### config.mk
export PLATFORM = sky130hd
export DESIGN_NAME = kscan_top
export DESIGN_NICKNAME = d
export VERILOG_FILES = /design/src/rtl/kscan_pkg.sv /design/src/rtl/kscan_ctrl.sv /design/src/rtl/kscan_datapath.sv /design/src/rtl/kscan_top.sv
export SDC_FILE = /design/constraint.sdc
export NUM_CORES = 1
export LEC_CHECK = 0
export BUFFER_PORTS_ARGS = -buffer_cell sky130_fd_sc_hd__buf_2
export CORE_AREA = 2 2 52 54
export CTS_CLUSTER_DIAMETER = 80
export DETAILED_ROUTE_END_ITERATION = 8
export DIE_AREA = 0 0 54 56
export PLACE_DENSITY = 0.83
export SLEW_MARGIN = 20
export SYNTH_ARGS = -nofsm -noshare
export SYNTH_HDL_FRONTEND = slang
export SYNTH_SLANG_ARGS = --single-unit
### constraint.sdc
create_clock -name clk -period 3.1 [get_ports clk]
set_clock_uncertainty 0.2 [all_clocks]
set_input_delay 0 -clock clk [delete_from_list [all_inputs] [get_ports clk]]
set_output_delay 0 -clock clk [all_outputs]
set_load 0.005 [all_outputs]
### src/rtl/kscan_pkg.sv
package kscan_pkg;

  localparam int KS_COLS   = 8;
  localparam int KS_ROWS   = 7;
  localparam int KS_CTRL_W = 8;
  localparam int KS_COL_W  = $clog2(KS_COLS);

  // Strobes from the control decode to the row datapath
  typedef struct packed {
    logic                pickOne;   // present a single column
    logic                pickAll;   // merge all columns
    logic [KS_COL_W-1:0] column;    // column chosen when pickOne
  } scanSel_t;

endpackage

### src/rtl/kscan_ctrl.sv
module kscan_ctrl
  import kscan_pkg::*;
#(
  parameter int CTRL_W = KS_CTRL_W,
  parameter int COL_W  = KS_COL_W
) (
  input  logic              clk,
  input  logic              rstN,
  input  logic              ctrlWrEn,
  input  logic [CTRL_W-1:0] ctrlWrData,
  output logic [CTRL_W-1:0] ctrlRdData,
  output scanSel_t          sel
);

  // The select flag sits just above the column field
  localparam int SEL_BIT = COL_W;

  logic [CTRL_W-1:0] ctrlReg;

  always_ff @(posedge clk) begin
    if (!rstN) begin
      ctrlReg <= '0;
    end else if (ctrlWrEn) begin
      ctrlReg <= ctrlWrData;
    end
  end

  assign ctrlRdData = ctrlReg;

  always_comb begin
    sel         = '0;
    sel.pickOne = ctrlReg[SEL_BIT];
    sel.pickAll = (ctrlReg == '0);
    sel.column  = ctrlReg[COL_W-1:0];
  end

endmodule

### src/rtl/kscan_datapath.sv
module kscan_datapath
  import kscan_pkg::*;
#(
  parameter int NUM_COLS = KS_COLS,
  parameter int NUM_ROWS = KS_ROWS,
  parameter int OUT_W    = KS_CTRL_W
) (
  input  scanSel_t                       sel,
  input  logic [NUM_COLS*NUM_ROWS-1:0]   keyState,
  output logic [OUT_W-1:0]               rowData
);

  logic [NUM_ROWS-1:0] colRows [NUM_COLS];
  logic [NUM_ROWS-1:0] anyRows;
  logic [NUM_ROWS-1:0] oneCol;
  logic [NUM_ROWS-1:0] rowsOut;

  // Column-major view of the flat key bus
  for (genvar c = 0; c < NUM_COLS; c++) begin : g_col
    assign colRows[c] = keyState[c*NUM_ROWS +: NUM_ROWS];
  end

  // Per-row reduction across every column
  for (genvar r = 0; r < NUM_ROWS; r++) begin : g_row
    logic [NUM_COLS-1:0] rowSlice;
    for (genvar c = 0; c < NUM_COLS; c++) begin : g_bit
      assign rowSlice[c] = keyState[c*NUM_ROWS + r];
    end
    assign anyRows[r] = |rowSlice;
  end

  assign oneCol = colRows[sel.column];

  always_comb begin
    rowsOut = '0;
    if (sel.pickOne) begin
      rowsOut = oneCol;
    end else if (sel.pickAll) begin
      rowsOut = anyRows;
    end
  end

  assign rowData = OUT_W'(rowsOut);

endmodule

### src/rtl/kscan_top.sv
module kscan_top
  import kscan_pkg::*;
#(
  parameter int NUM_COLS = KS_COLS,
  parameter int NUM_ROWS = KS_ROWS,
  parameter int CTRL_W   = KS_CTRL_W,
  localparam int KEYS    = NUM_COLS * NUM_ROWS
) (
  input  logic              clk,
  input  logic              rstN,
  input  logic              ctrlWrEn,
  input  logic [CTRL_W-1:0] ctrlWrData,
  output logic [CTRL_W-1:0] ctrlRdData,
  input  logic [KEYS-1:0]   keyState,
  output logic [CTRL_W-1:0] rowData
);

  scanSel_t sel;

  kscan_ctrl #(
    .CTRL_W (CTRL_W),
    .COL_W  (KS_COL_W)
  ) i_ctrl (
    .clk        (clk),
    .rstN       (rstN),
    .ctrlWrEn   (ctrlWrEn),
    .ctrlWrData (ctrlWrData),
    .ctrlRdData (ctrlRdData),
    .sel        (sel)
  );

  kscan_datapath #(
    .NUM_COLS (NUM_COLS),
    .NUM_ROWS (NUM_ROWS),
    .OUT_W    (CTRL_W)
  ) i_datapath (
    .sel      (sel),
    .keyState (keyState),
    .rowData  (rowData)
  );

endmodule

## Word level (Yosys, flattened, before mapping)

Index checks and enable logic that the tools add are counted.

- Order comparisons: 1
- Bitwise logic cells: 1
- Multiplexer cells: 5
- Reduce and logical (&&, ||, !) cells: 8

Operators with widths:

| operator | count |
|---|---|
| $reduce_or 8->1 | 7 |
| $mux 7 | 4 |
| $bmux 7 s3 | 1 |
| $logic_not 8->1 | 1 |
| $ge 4x4->1 const B | 1 |
| $not 3->4 | 1 |

- Register bits after elaboration: 8
- Input bits: 67
- Logic and storage cells: 16
- Output and inout port bits: 16

## Depth between registers and ports, before layout

- Depth after elaboration: 5
- Gate-level depth with buffers: 5
- Mapped depth without buffers: 3

## By module

Synthesis repeated with hierarchy kept, for this count alone.

- Cell total of the unflattened synthesis: 107
- Area total of the unflattened synthesis: 991.0 µm²

By module, submodules not included:

| module | area an instance (µm²) | cells an instance | seq. area each (µm²) | times used |
|---|---|---|---|---|
| kscan_datapath | 646.9 | 75 | 0.0 | 1 |
| kscan_ctrl | 344.1 | 32 | 160.2 | 1 |

## Least setup slack after synthesis

No wires, ideal clock.

- Kind: register to output
- From: reg i_ctrl.ctrlReg[1], in the netlist i_ctrl.ctrlRdData[1]
- To: out rowData[2]
- Slack: 1.648 ns
- Stages on the path, launching flop included: 6
- Arrival time: 1.252 ns
- Required time: 2.900 ns
- Path buffers: 2
- Cell sequence: dfxtp_1 -> buf_6 -> buf_12 -> mux4_2 -> nor2_1 -> o22ai_1

- Word-level cells in the longest chain between the ends: 5
- Elaborated cells on any way between the ends: 7
- Classes of those cells: 5 x mux; 1 x bitwise; 1 x reduce/logical

Ends and longest elaborated chain:

| what | line | text |
|---|---|---|
| start, declared | kscan_ctrl.sv:18 | `logic [CTRL_W-1:0] ctrlReg;` |
| start signal, assigned | kscan_ctrl.sv:24 | `ctrlReg <= ctrlWrData;` |
| $not 3->4 (not written as such) | kscan_datapath.sv:32 | `assign oneCol = colRows[sel.column];` |
| $bmux 7 s3 | kscan_datapath.sv:32 |  |
| $mux 7 (not written as such) (2 in a row) | kscan_datapath.sv:32 |  |
| $mux 7 * | kscan_datapath.sv:36 | `if (sel.pickOne) begin` |
| end, declared | kscan_top.sv:15 | `output logic [CTRL_W-1:0] rowData` |

Every way passes the cells marked *; elsewhere a longest branch is shown, timed or not. The select of a mux whose other input is x is not followed.

## Worst setup path after layout

- From: reg i_ctrl.ctrlReg[1], in the netlist i_ctrl.ctrlRdData[1]
- To: out rowData[6]

The elaborated chain is that of the path after synthesis.

==> impl_metrics.toml <==
[run_status]
outcome = "completed"

[timing]
max_freq_ghz = 0.486
min_period_over_period_pct = 66.4
grt_setup_unrepaired = "no"
setup_viol = 0
finalSetupTns_ps = 0
hold_violations = 0
drv_slew = 0
fin_crit_ps = 2060

[yosys]
synth.area.top_cells = "dfxtp_1, mux2_2, or4_1, mux4_2, mux2i_1"
async_reset_ff_share_pct = 0
ys_types = 19
syn_nets = 168
ys_ff_latch = 8
yosysTopAreaCell = "dfxtp_1"
syn_inst = 101
synth_ff_type = "dfxtp_1"
syn_area_per_cell_um2 = 9.65
synth_edf_count = 0
yosysSeqAreaShare_pct = 16.4
synth_common_cells = "mux2_2, nor2_1, or4_1"
synth_top_area_share_pct = 16.4
synth_warnings = 0
syn-cell-area_um2 = 975

[detailed_routing]
vias = 1246
wl_per_cell_um = 14.6
drtIter0Drc = 11
drt.antenna.violating_nets = 0
via_per_inst = 5.49
firstDrtPassIters = 4
wl_mm = 3.30
route.detailed.drc = 0

[placed_design]
hpwlAfterDp_mm = 2.37
portBuffers = 81
place_congestion = 0.803

[setup_path]
path_class = "reg2out"
end_kind = "output port"
cp.required_ps = 2900
crit_path_start_kind = "flop"
crit_fanout = 22
ff2ff_setup_slack_ps = 1090
cp.arrival_ps = 1860

[power_and_ir_drop]
power_uw = 375
ir_worst_vdd_v = 0.000214
pwr-share-comb_pct = 47.2
p_int_uw = 262
p_per_area_nw_per_um2 = 239
leakagePower_nw = 0.727
p_sw_uw = 113
switching_share_pct = 30.1
clkPwrFrac_pct = 20.7
seq_power_share_pct = 32.1

[die]
initial_core_util_pct = 40.1
pin_count = 83
fp.coreArea_um2 = 2430
num_rows = 18
die_height_um = 56
die_w_um = 54
dieArea_um2 = 3020

[grt]
grtUsageTotal_pct = 20.6
first_global_vias = 1226
antenna_found_initial = 0
grt_pass1_wl_mm = 4.76
grt_max_degree = 23
gr-total-overflow = 0

[finish]
diodes = 0
area_delta_synth_final_pct = 61.4
drive_gt1_share_pct = 52.3
nNetsFinal = 266
largest_reg_flops = 8

[clock_tree]
numCtsBuffers = 3
cts_buffer_depth = 2
cts_resized = 0
clkLatencyLatePin_ps = 250
cts.sinks = 8
path_clk_slew_ps = 50
cts-root-buf = "clkbuf_4"
htree_levels = 1
cts_tree = "yes"

[job]
cap_violations = 0

[min_path]
worst_hold_path_type = "in2out"
-- per-layer routing --
metal	vias to the layer above	share of wire (%)	GRT usage [%]
met5	-	0	0
met4	0	0	4.64
met3	0	9.6	2.69
met2	65	53	42.9
met1	581	37	19.6
li1	600	-	-
-- power groups by stage --
stage / Sequential, mW / Clock (mW) / Combinational (mW)
3_5_place_dp: 0.122 / 0 / 0.155
6_report: 0.120 / 0.0778 / 0.177
2_1_floorplan: 0.116 / 0 / 0.0898
4_1_cts: 0.120 / 0.0812 / 0.175
5_1_grt: 0.122 / 0.0855 / 0.193
3_3_place_gp: 0.122 / 0 / 0.150
-- per-stage QoR --
step | std cells | hold slack [ps] | setup slack (ps) | utilization (%) | cell area (um^2)
CTS | 227 | 240 | 1040 | 64.7 | 1570
finish | 227 | 240 | 1040 | 64.7 | 1570
floorplan | 101 | -71.8 | 1650 | - | 975
global route | 227 | 263 | 912 | 64.7 | 1570
detailed placement | 205 | 65.9 | 1330 | 55.9 | 1360
global placement | 205 | 55.9 | 1380 | 55.9 | 1360
-- cells in the final DEF, fill, tap and decap left out, drive strengths merged, types with 3 or more instances in the layout --
cell	instances
buf	82
mux2	14
o22ai	7
mux2i	8
dfxtp	8
clkbuf	3
or4	14
mux4	7
nor2b	8
o221ai	7
nor2	14
dlygate4sd3	19
-- cell type report --
type,instances,area (um^2)
fillers,204,860
multi-input cells,85,749
repair buffers,101,603
flip-flops and latches,8,160
well taps,30,37.5
clock buffers,3,22.5
-- worst paths after layout --
check,cells after the start,endpoint,from
hold reg to reg,3,i_ctrl.ctrlRdData[6],i_ctrl.ctrlRdData[6]
hold / removal,5,rowData[4],keyState[46]
setup / recovery,5,rowData[6],i_ctrl.ctrlRdData[1]
setup reg to reg,4,i_ctrl.ctrlRdData[4],i_ctrl.ctrlRdData[4]
-- repair_timing --
action	CTS	global route
buffers inserted	0	0
hold buffers	19	0
endpoints found under the hold margin	8	0
-- critical path: stages (launching register included) --
cell	delay [ps]
dfxtp_1	360
buf_4	330
mux4_1	600
nor2_1	100
o22ai_1	90
buf_2	140
-- kinds of logic (layout without fill, tap and decap cells) --
group,Yosys count,count (layout),share of synthesized area (%)
multiplexers,29,29,41.7
AND/OR/NAND/NOR,41,41,24.0
flip-flops,8,8,16.4
buffers and inverters,8,104,6.67
AO/OA/AOI/OAI,14,14,10.8
other,1,1,0.385
Note: power is estimated with default switching activity, not from simulation.
